File: src/rtl/bac_pkg.sv
package bac_pkg;

  // Action applied to the address register on the coming clock edge.
  typedef enum logic [1:0] {
    BAC_CLEAR = 2'd0,
    BAC_LOAD  = 2'd1,
    BAC_HOLD  = 2'd2,
    BAC_STEP  = 2'd3
  } bac_op_e;

endpackage

File: src/rtl/bac_rst_sync.sv
module bac_rst_sync #(
  parameter int unsigned STAGES = 2
) (
  input  logic clk,
  input  logic arst_n,
  output logic srst_n
);

  logic [STAGES-1:0] chain_q;

  generate
    if (STAGES == 1) begin : g_single
      always_ff @(posedge clk or negedge arst_n) begin
        if (!arst_n) chain_q <= '0;
        else         chain_q <= 1'b1;
      end
    end else begin : g_chain
      always_ff @(posedge clk or negedge arst_n) begin
        if (!arst_n) chain_q <= '0;
        else         chain_q <= {chain_q[STAGES-2:0], 1'b1};
      end
    end
  endgenerate

  assign srst_n = chain_q[STAGES-1];

endmodule

File: src/rtl/bac_op_decode.sv
module bac_op_decode
  import bac_pkg::*;
(
  input  logic    clear_n,
  input  logic    strobe_n,
  input  logic    step_n,
  output bac_op_e op
);

  // Fixed priority: clear, then load, then step or hold.
  always_comb begin
    if (!clear_n)       op = BAC_CLEAR;
    else if (!strobe_n) op = BAC_LOAD;
    else if (!step_n)   op = BAC_STEP;
    else                op = BAC_HOLD;
  end

endmodule

File: src/rtl/bac_addr_reg.sv
module bac_addr_reg
  import bac_pkg::*;
#(
  parameter int unsigned AW = 17
) (
  input  logic          clk,
  input  logic          rst_n,
  input  bac_op_e       op,
  input  logic [AW-1:0] ext_addr,
  output logic [AW-1:0] addr_q,
  output logic          loaded_q
);

  localparam logic [AW-1:0] ADDR_ZERO = '0;
  localparam logic [AW-1:0] ADDR_ONE  = AW'(1);

  logic [AW-1:0] addr_d;
  logic          addr_en;
  logic          loaded_d;

  // Next-state logic
  always_comb begin
    addr_d   = addr_q;
    loaded_d = 1'b0;
    unique case (op)
      BAC_CLEAR: addr_d = ADDR_ZERO;
      BAC_LOAD: begin
        addr_d   = ext_addr;
        loaded_d = 1'b1;
      end
      BAC_STEP:  addr_d = addr_q + ADDR_ONE;  // natural wrap at all-ones
      default:   addr_d = addr_q;
    endcase
  end

  assign addr_en = (op != BAC_HOLD);

  // Registers
  always_ff @(posedge clk or negedge rst_n) begin
    if (!rst_n) begin
      addr_q   <= ADDR_ZERO;
      loaded_q <= 1'b0;
    end else begin
      if (addr_en) addr_q <= addr_d;
      loaded_q <= loaded_d;
    end
  end

endmodule

File: src/rtl/burst_addr_gen.sv
module burst_addr_gen
  import bac_pkg::*;
#(
  parameter int unsigned AW          = 17,
  parameter int unsigned SYNC_STAGES = 2
) (
  input  logic          clk,
  input  logic          rst_n,
  input  logic          clear_n,
  input  logic          strobe_n,
  input  logic          step_n,
  input  logic [AW-1:0] ext_addr,
  output logic [AW-1:0] addr,
  output logic          loaded
);

  logic    core_rst_n;
  bac_op_e op;

  bac_rst_sync #(
    .STAGES (SYNC_STAGES)
  ) u_rst_sync (
    .clk    (clk),
    .arst_n (rst_n),
    .srst_n (core_rst_n)
  );

  bac_op_decode u_decode (
    .clear_n  (clear_n),
    .strobe_n (strobe_n),
    .step_n   (step_n),
    .op       (op)
  );

  bac_addr_reg #(
    .AW (AW)
  ) u_addr_reg (
    .clk      (clk),
    .rst_n    (core_rst_n),
    .op       (op),
    .ext_addr (ext_addr),
    .addr_q   (addr),
    .loaded_q (loaded)
  );

endmodule

File: config.mk
export PLATFORM = sky130hd
export DESIGN_NAME = burst_addr_gen
export DESIGN_NICKNAME = d
export VERILOG_FILES = /design/src/rtl/bac_pkg.sv /design/src/rtl/bac_rst_sync.sv /design/src/rtl/bac_op_decode.sv /design/src/rtl/bac_addr_reg.sv /design/src/rtl/burst_addr_gen.sv
export SDC_FILE = /design/constraint.sdc
export NUM_CORES = 1
export LEC_CHECK = 0
export BUFFER_PORTS_ARGS = -buffer_cell sky130_fd_sc_hd__buf_2
export CAP_MARGIN = 5
export CORE_MARGIN = 2
export CORE_UTILIZATION = 49
export DETAILED_ROUTE_END_ITERATION = 8
export PLACE_DENSITY = 0.78
export SLEW_MARGIN = 20
export SYNTH_ARGS = -nofsm -noshare
export SYNTH_HDL_FRONTEND = slang
export SYNTH_SLANG_ARGS = --single-unit
File: constraint.sdc
create_clock -name clk -period 0.8 [get_ports clk]
set_input_delay 0.12 -clock clk [delete_from_list [all_inputs] [get_ports clk]]
set_output_delay 0.12 -clock clk [all_outputs]
set_load 0.02 [all_outputs]
==> results by group, run 1 <==
Yosys
  • Post-synth EDFFs: 0
  • Synthesized flop and latch total: 20
  • Ys async rst share: 100%
  • Mapped Area: 1150 um^2
  • Post-synth cell types: 29
  • Xor/xnor share of the synthesized area: 9.10%
  • Syn Nets: 138
  • Largest family of logic cells by synthesized area: simple AND/OR/NAND/NOR gates
  • Top-area cell type share of the netlist area: 43.3%
  • YS warnings: 0
  • Post-synthesis simple-gate area fraction: 27.4%
  • Register area share after synthesis: 43.3%
  • Leading area contributor after synthesis: dfrtp_1
  • Post-Syn Area per Cell: 10.0 um^2
  • Post-synthesis compound-gate area fraction: 12.7%
  • Portion of netlist area occupied by mux cells: 3.47%
  • Cells taking the most area after synthesis: dfrtp_1, xnor2_1, nor4_2, o21ai_0, a21oi_1
  • Ys flop type: dfrtp_1
  • Synth Instances: 115
  • Synth Area in Adders: 1.08%

Clocking
  • CTS max path bufs: 2
  • CTS buffer count: 3
  • CTS Sinks: 20
  • CTS Root Cell: clkbuf_4
  • H-tree levels: 1

Status
  • Last stage: 5_1_grt
  • Stop Error: [ERROR DPL-0038] Utilization greater than 100%, impossible to legalize
  • Outcome: did not finish

Placement
  • Dpl hpwl: 2.40 mm
  • RePlAce Congestion: 0.830
  • Post-DP Area: 1640 um^2
  • I/O Buffers: 39

Floorplanning
  • Row count: 17
  • Chip Width: 52.5 um
  • Die Y: 52.5 um
  • Ports: 40
  • Initial Util: 52.2%

Timing
  • Worst_ep kind: register input
  • GRT worst endpoint: u_addr_reg.addr_q[6]$_DFFE_PN0P_/D

GRT
  • Pin count of the biggest net entering global routing: 19
cells in the mapped netlist (2+ instances only):
cell / count
dfrtp_1: 20
a21oi_1: 9
nand2_1: 8
clkbuf_1: 5
nand4b_1: 2
a22oi_1: 2
nor4_2: 4
mux2i_1: 4
inv_1: 3
nor3_1: 4
nand3_1: 3
nor2_1: 9
xnor2_1: 11
o21ai_0: 10
nand4_4: 2
nor3_2: 2
a211oi_1: 3
and3_1: 3
metrics by stage:
step	setup TNS (ns)	instances	setup WS (ns)	util (%)	hold WS (ns)
CTS	-13.45	218	-0.600	86.5	0.0321
floorplan	-8.21	115	-0.663	-	-0.176
detailed placement	-8.26	206	-0.639	74.2	-0.0939
global placement	-7.33	206	-0.544	74.2	-0.0959
kinds of logic after synthesis:
kind of cell	after synthesis
compound gates	26
fa+ha+maj	1
simple gates	43
buf+inv	8
mux	4
xor+xnor	12
other cells	1
flops	20
what timing repair did:
item,CTS
resized for setup,49
pin swaps,16
hold buffers,1
endpoints found under the setup margin,35
endpoints found under the hold margin,2
setup buffers,9
==> run 2, diff against run 1 <==
--- a/config.mk
+++ b/config.mk
@@ -7,10 +7,10 @@
 export LEC_CHECK = 0
 export BUFFER_PORTS_ARGS = -buffer_cell sky130_fd_sc_hd__buf_2
 export CAP_MARGIN = 5
-export CORE_MARGIN = 2
-export CORE_UTILIZATION = 49
+export CORE_AREA = 2 2 63 65
 export DETAILED_ROUTE_END_ITERATION = 8
-export PLACE_DENSITY = 0.78
+export DIE_AREA = 0 0 65 67
+export PLACE_DENSITY_LB_ADDON = 0.15
 export SLEW_MARGIN = 20
 export SYNTH_ARGS = -nofsm -noshare
 export SYNTH_HDL_FRONTEND = slang
==> run 2 against run 1 <==
Compared with the run above:
- the flow now finishes, with violations (negative setup slack)
- synthesized cell count is the same
- synthesized area is the same
==> results by group, run 2 <==
Drt
  • Routed wire per std cell: 13.7 um
  • Final routed DRC violation total: 0
  • Total number of vias: 1191
  • Post-route ant nets: 0
  • Via density: 4.75
  • 1st-iter DRT viols: 35
  • Initial DRT Pass Iterations: 4
  • Final wirelength: 3.43 mm

Yosys
  • Mapped Area: 1150 um^2 (unchanged)
  • Top-count cell post-synth: dfrtp_1
  • Ys async rst share: 100% (unchanged)
  • Synth Instances: 115 (unchanged)
  • Syn Nets: 138 (unchanged)
  • YS warnings: 0 (unchanged)
  • Synthesized flop and latch total: 20 (unchanged)
  • Post-synth EDFFs: 0 (unchanged)
  • Top-area cell type share of the netlist area: 43.3% (unchanged)
  • Cells taking the most area after synthesis: dfrtp_1, xnor2_1, nor4_2, o21ai_0, a21oi_1
  • Register area share after synthesis: 43.3% (unchanged)
  • Ys flop type: dfrtp_1
  • Commonest cells post-synth: dfrtp_1, xnor2_1, o21ai_0
  • Leading area contributor after synthesis: dfrtp_1
  • Post-synth cell types: 29 (unchanged)
  • Post-Syn Area per Cell: 10.0 um^2 (unchanged)

GRT
  • Vias in the first global route: 1247
  • Met2 Usage GRT: 31.7%
  • Antenna violations before repair: 0
  • Total GRT Usage: 17.6%
  • First-pass GRT wire length: 5.75 mm
  • Most Crowded Layer GR: met2
  • Pin count of the biggest net entering global routing: 19
  • Met3 Track Usage GR: 3.38%
  • GRT overflow: 0
  • GR met1 Demand/Resource: 21.1%

Timing
  • Final Cycle Share: 175%
  • Final Slew Violations: 0
  • Final worst slack: -0.599 ns
  • RSZ-0062 raised after global routing: yes
  • Final Skew: 0.00526 ns
  • Fin crit period: 1.40 ns
  • Setup violations, final: 35
  • Hold_ws: 0.107 ns
  • Achievable Freq: 715 MHz
  • Hold Fails Final Rpt: 0

Clocking
  • CTS Sinks: 20 (unchanged)
  • Clk_lat worst skew: 0.26 ns
  • CTS max path bufs: 2 (unchanged)
  • CTS Root Cell: clkbuf_8
  • CTS buffer count: 3 (unchanged)
  • Clock-pin slew on the worst setup and hold paths: 0.08 ns
  • CTS tree: done
  • H-tree levels: 1 (unchanged)

Placement
  • I/O Buffers: 39 (unchanged)
  • RePlAce Congestion: 0.810 (-2.4%)
  • Dpl hpwl: 2.45 mm (+1.8%)

Setup path
  • RR Endpoint: u_addr_reg.addr_q[10]
  • Critical path class: reg2reg
  • Crit path max fanout: 3
  • WP data arrival: 1.54 ns
  • Reg2Reg Setup Slack: -0.60 ns
  • Crit start category: flip-flop
  • Reg2Reg Depth: 6
  • CP required: 0.94 ns
  • Crit end category: flip-flop
  • Reg-to-reg critical path startpoint: u_addr_reg.addr_q[1]

Finish
  • N_diodes: 0
  • Nets@finish: 227
  • Post-layout util: 60.2%
  • Commonest non-fill, non-tap cell in the layout: buf_6
  • Biggest regs: u_addr_reg.addr_q (17), u_rst_sync.chain_q (2), u_addr_reg.loaded_q (1)
  • Area grow syn2layout: 88.0%
  • Max reg flops: 17
  • Largest register by flop count: u_addr_reg.addr_q
  • Layout cells sized above 1: 60.1%
  • Most frequent cells in the layout: buf_6, buf_4, buf_2, dfrtp_1

Hold path
  • Worst Hold Endpoint: u_addr_reg.addr_q[15]
  • Min-delay worst type: in2reg
  • Worst Hold Depth: 3
  • Hold path start: ext_addr[15]

Floorplanning
  • Die area: 4360 um^2
  • Chip Width: 65 um (+24%)
  • Ports: 40 (unchanged)
  • Row count: 22 (+5)
  • Initial Util: 32.0% (-20 points)
  • Die Y: 67 um (+28%)
  • Core area: 3610 um^2

Pwr
  • Logic pwr share: 30.9%
  • LEAKAGE: 0.00102 uW
  • Worst IR Drop VDD: 0.000769 V
  • PwrDens: 1240 nW/um^2
  • Sequential share of power: 43.4%
  • Sw Pwr: 796 uW
  • Clock share of power: 25.7%
  • Total power: 2700 uW
  • Sw frac: 29.5%
  • Internal cell power: 1900 uW

Flow run
  • Max_cap viols: 0

Status
  • Failing checks: negative setup slack
  • Outcome: finished, violations left
run 2: what timing repair did:
item / CTS / global route
hold endpoints to repair: 2 / 0
gates cloned: 0 / 0
hold buffers: 1 / 0
setup endpoints to repair: 35 / 35
pin swaps: 19 / 7
gates resized for setup: 64 / 13
setup buffers: 4 / 8
run 2: final cells by class:
class | count | area [um^2]
inverter | 3 | 11.3
tap | 48 | 60.1
clock buffer | 4 | 45.0
sequential | 20 | 510
multi-input combinational | 87 | 752
timing repair buffer | 89 | 792
fill | 295 | 1440
run 2: metrics by stage:
step	setup TNS [ns]	instances	area, um^2	setup WS [ns]
3_3_place_gp	-8.20	234	1710	-0.559
6_report	-13.90	251	2170	-0.599
5_1_grt	-15.81	251	2170	-0.683
2_1_floorplan	-8.21	115	1200	-0.663
4_1_cts	-13.31	243	2050	-0.599
3_5_place_dp	-8.67	234	1710	-0.635
run 2: how the worst max path moves through the flow:
stage,from,endpoint,slack [ns],cells after the start
4_1_cts,u_addr_reg.addr_q[1],u_addr_reg.addr_q[12],-0.60,6
5_1_grt,u_addr_reg.addr_q[1],u_addr_reg.addr_q[10],-0.68,6
2_1_floorplan,u_addr_reg.addr_q[1],u_addr_reg.addr_q[6],-0.66,5
3_3_place_gp,u_addr_reg.addr_q[1],u_addr_reg.addr_q[6],-0.56,5
6_report,u_addr_reg.addr_q[1],u_addr_reg.addr_q[10],-0.60,6
3_5_place_dp,u_addr_reg.addr_q[1],u_addr_reg.addr_q[6],-0.64,5
run 2: kinds of logic (layout without fill, tap and decap cells):
| family | after synthesis | in the layout | share of synthesized area [%] |
|---|---|---|---|
| mux | 4 | 4 | 3.47 |
| fa+ha+maj | 1 | 1 | 1.08 |
| simple gates | 43 | 43 | 27.4 |
| other cells | 1 | 1 | 0.325 |
| xor+xnor | 12 | 12 | 9.10 |
| flops | 20 | 20 | 43.3 |
| buf+inv | 8 | 96 | 2.60 |
| compound gates | 26 | 26 | 12.7 |
run 2: worst max-delay path, stage by stage, from the launching register on:
cell and delay, ns:
dfrtp_2 0.39, ha_4 0.15, nand4b_1 0.17, buf_4 0.21, nor3_4 0.12, xnor2_1 0.14
a21oi_1 0.08
run 2: layer usage:
layer,wire (um),up-vias
met5,0,-
li1,-,586
met3,140,4
met4,34,0
met1,1450,569
met2,1810,32
run 2: power by group through the flow:
stage / Clock [uW] / Combinational (uW) / Sequential, uW
detailed placement: 0 / 608 / 1170
floorplan: 0 / 173 / 1290
CTS: 725 / 774 / 1170
finish: 693 / 833 / 1170
global route: 788 / 897 / 1180
global placement: 0 / 598 / 1170
Note: power is estimated with default switching activity, not from simulation.
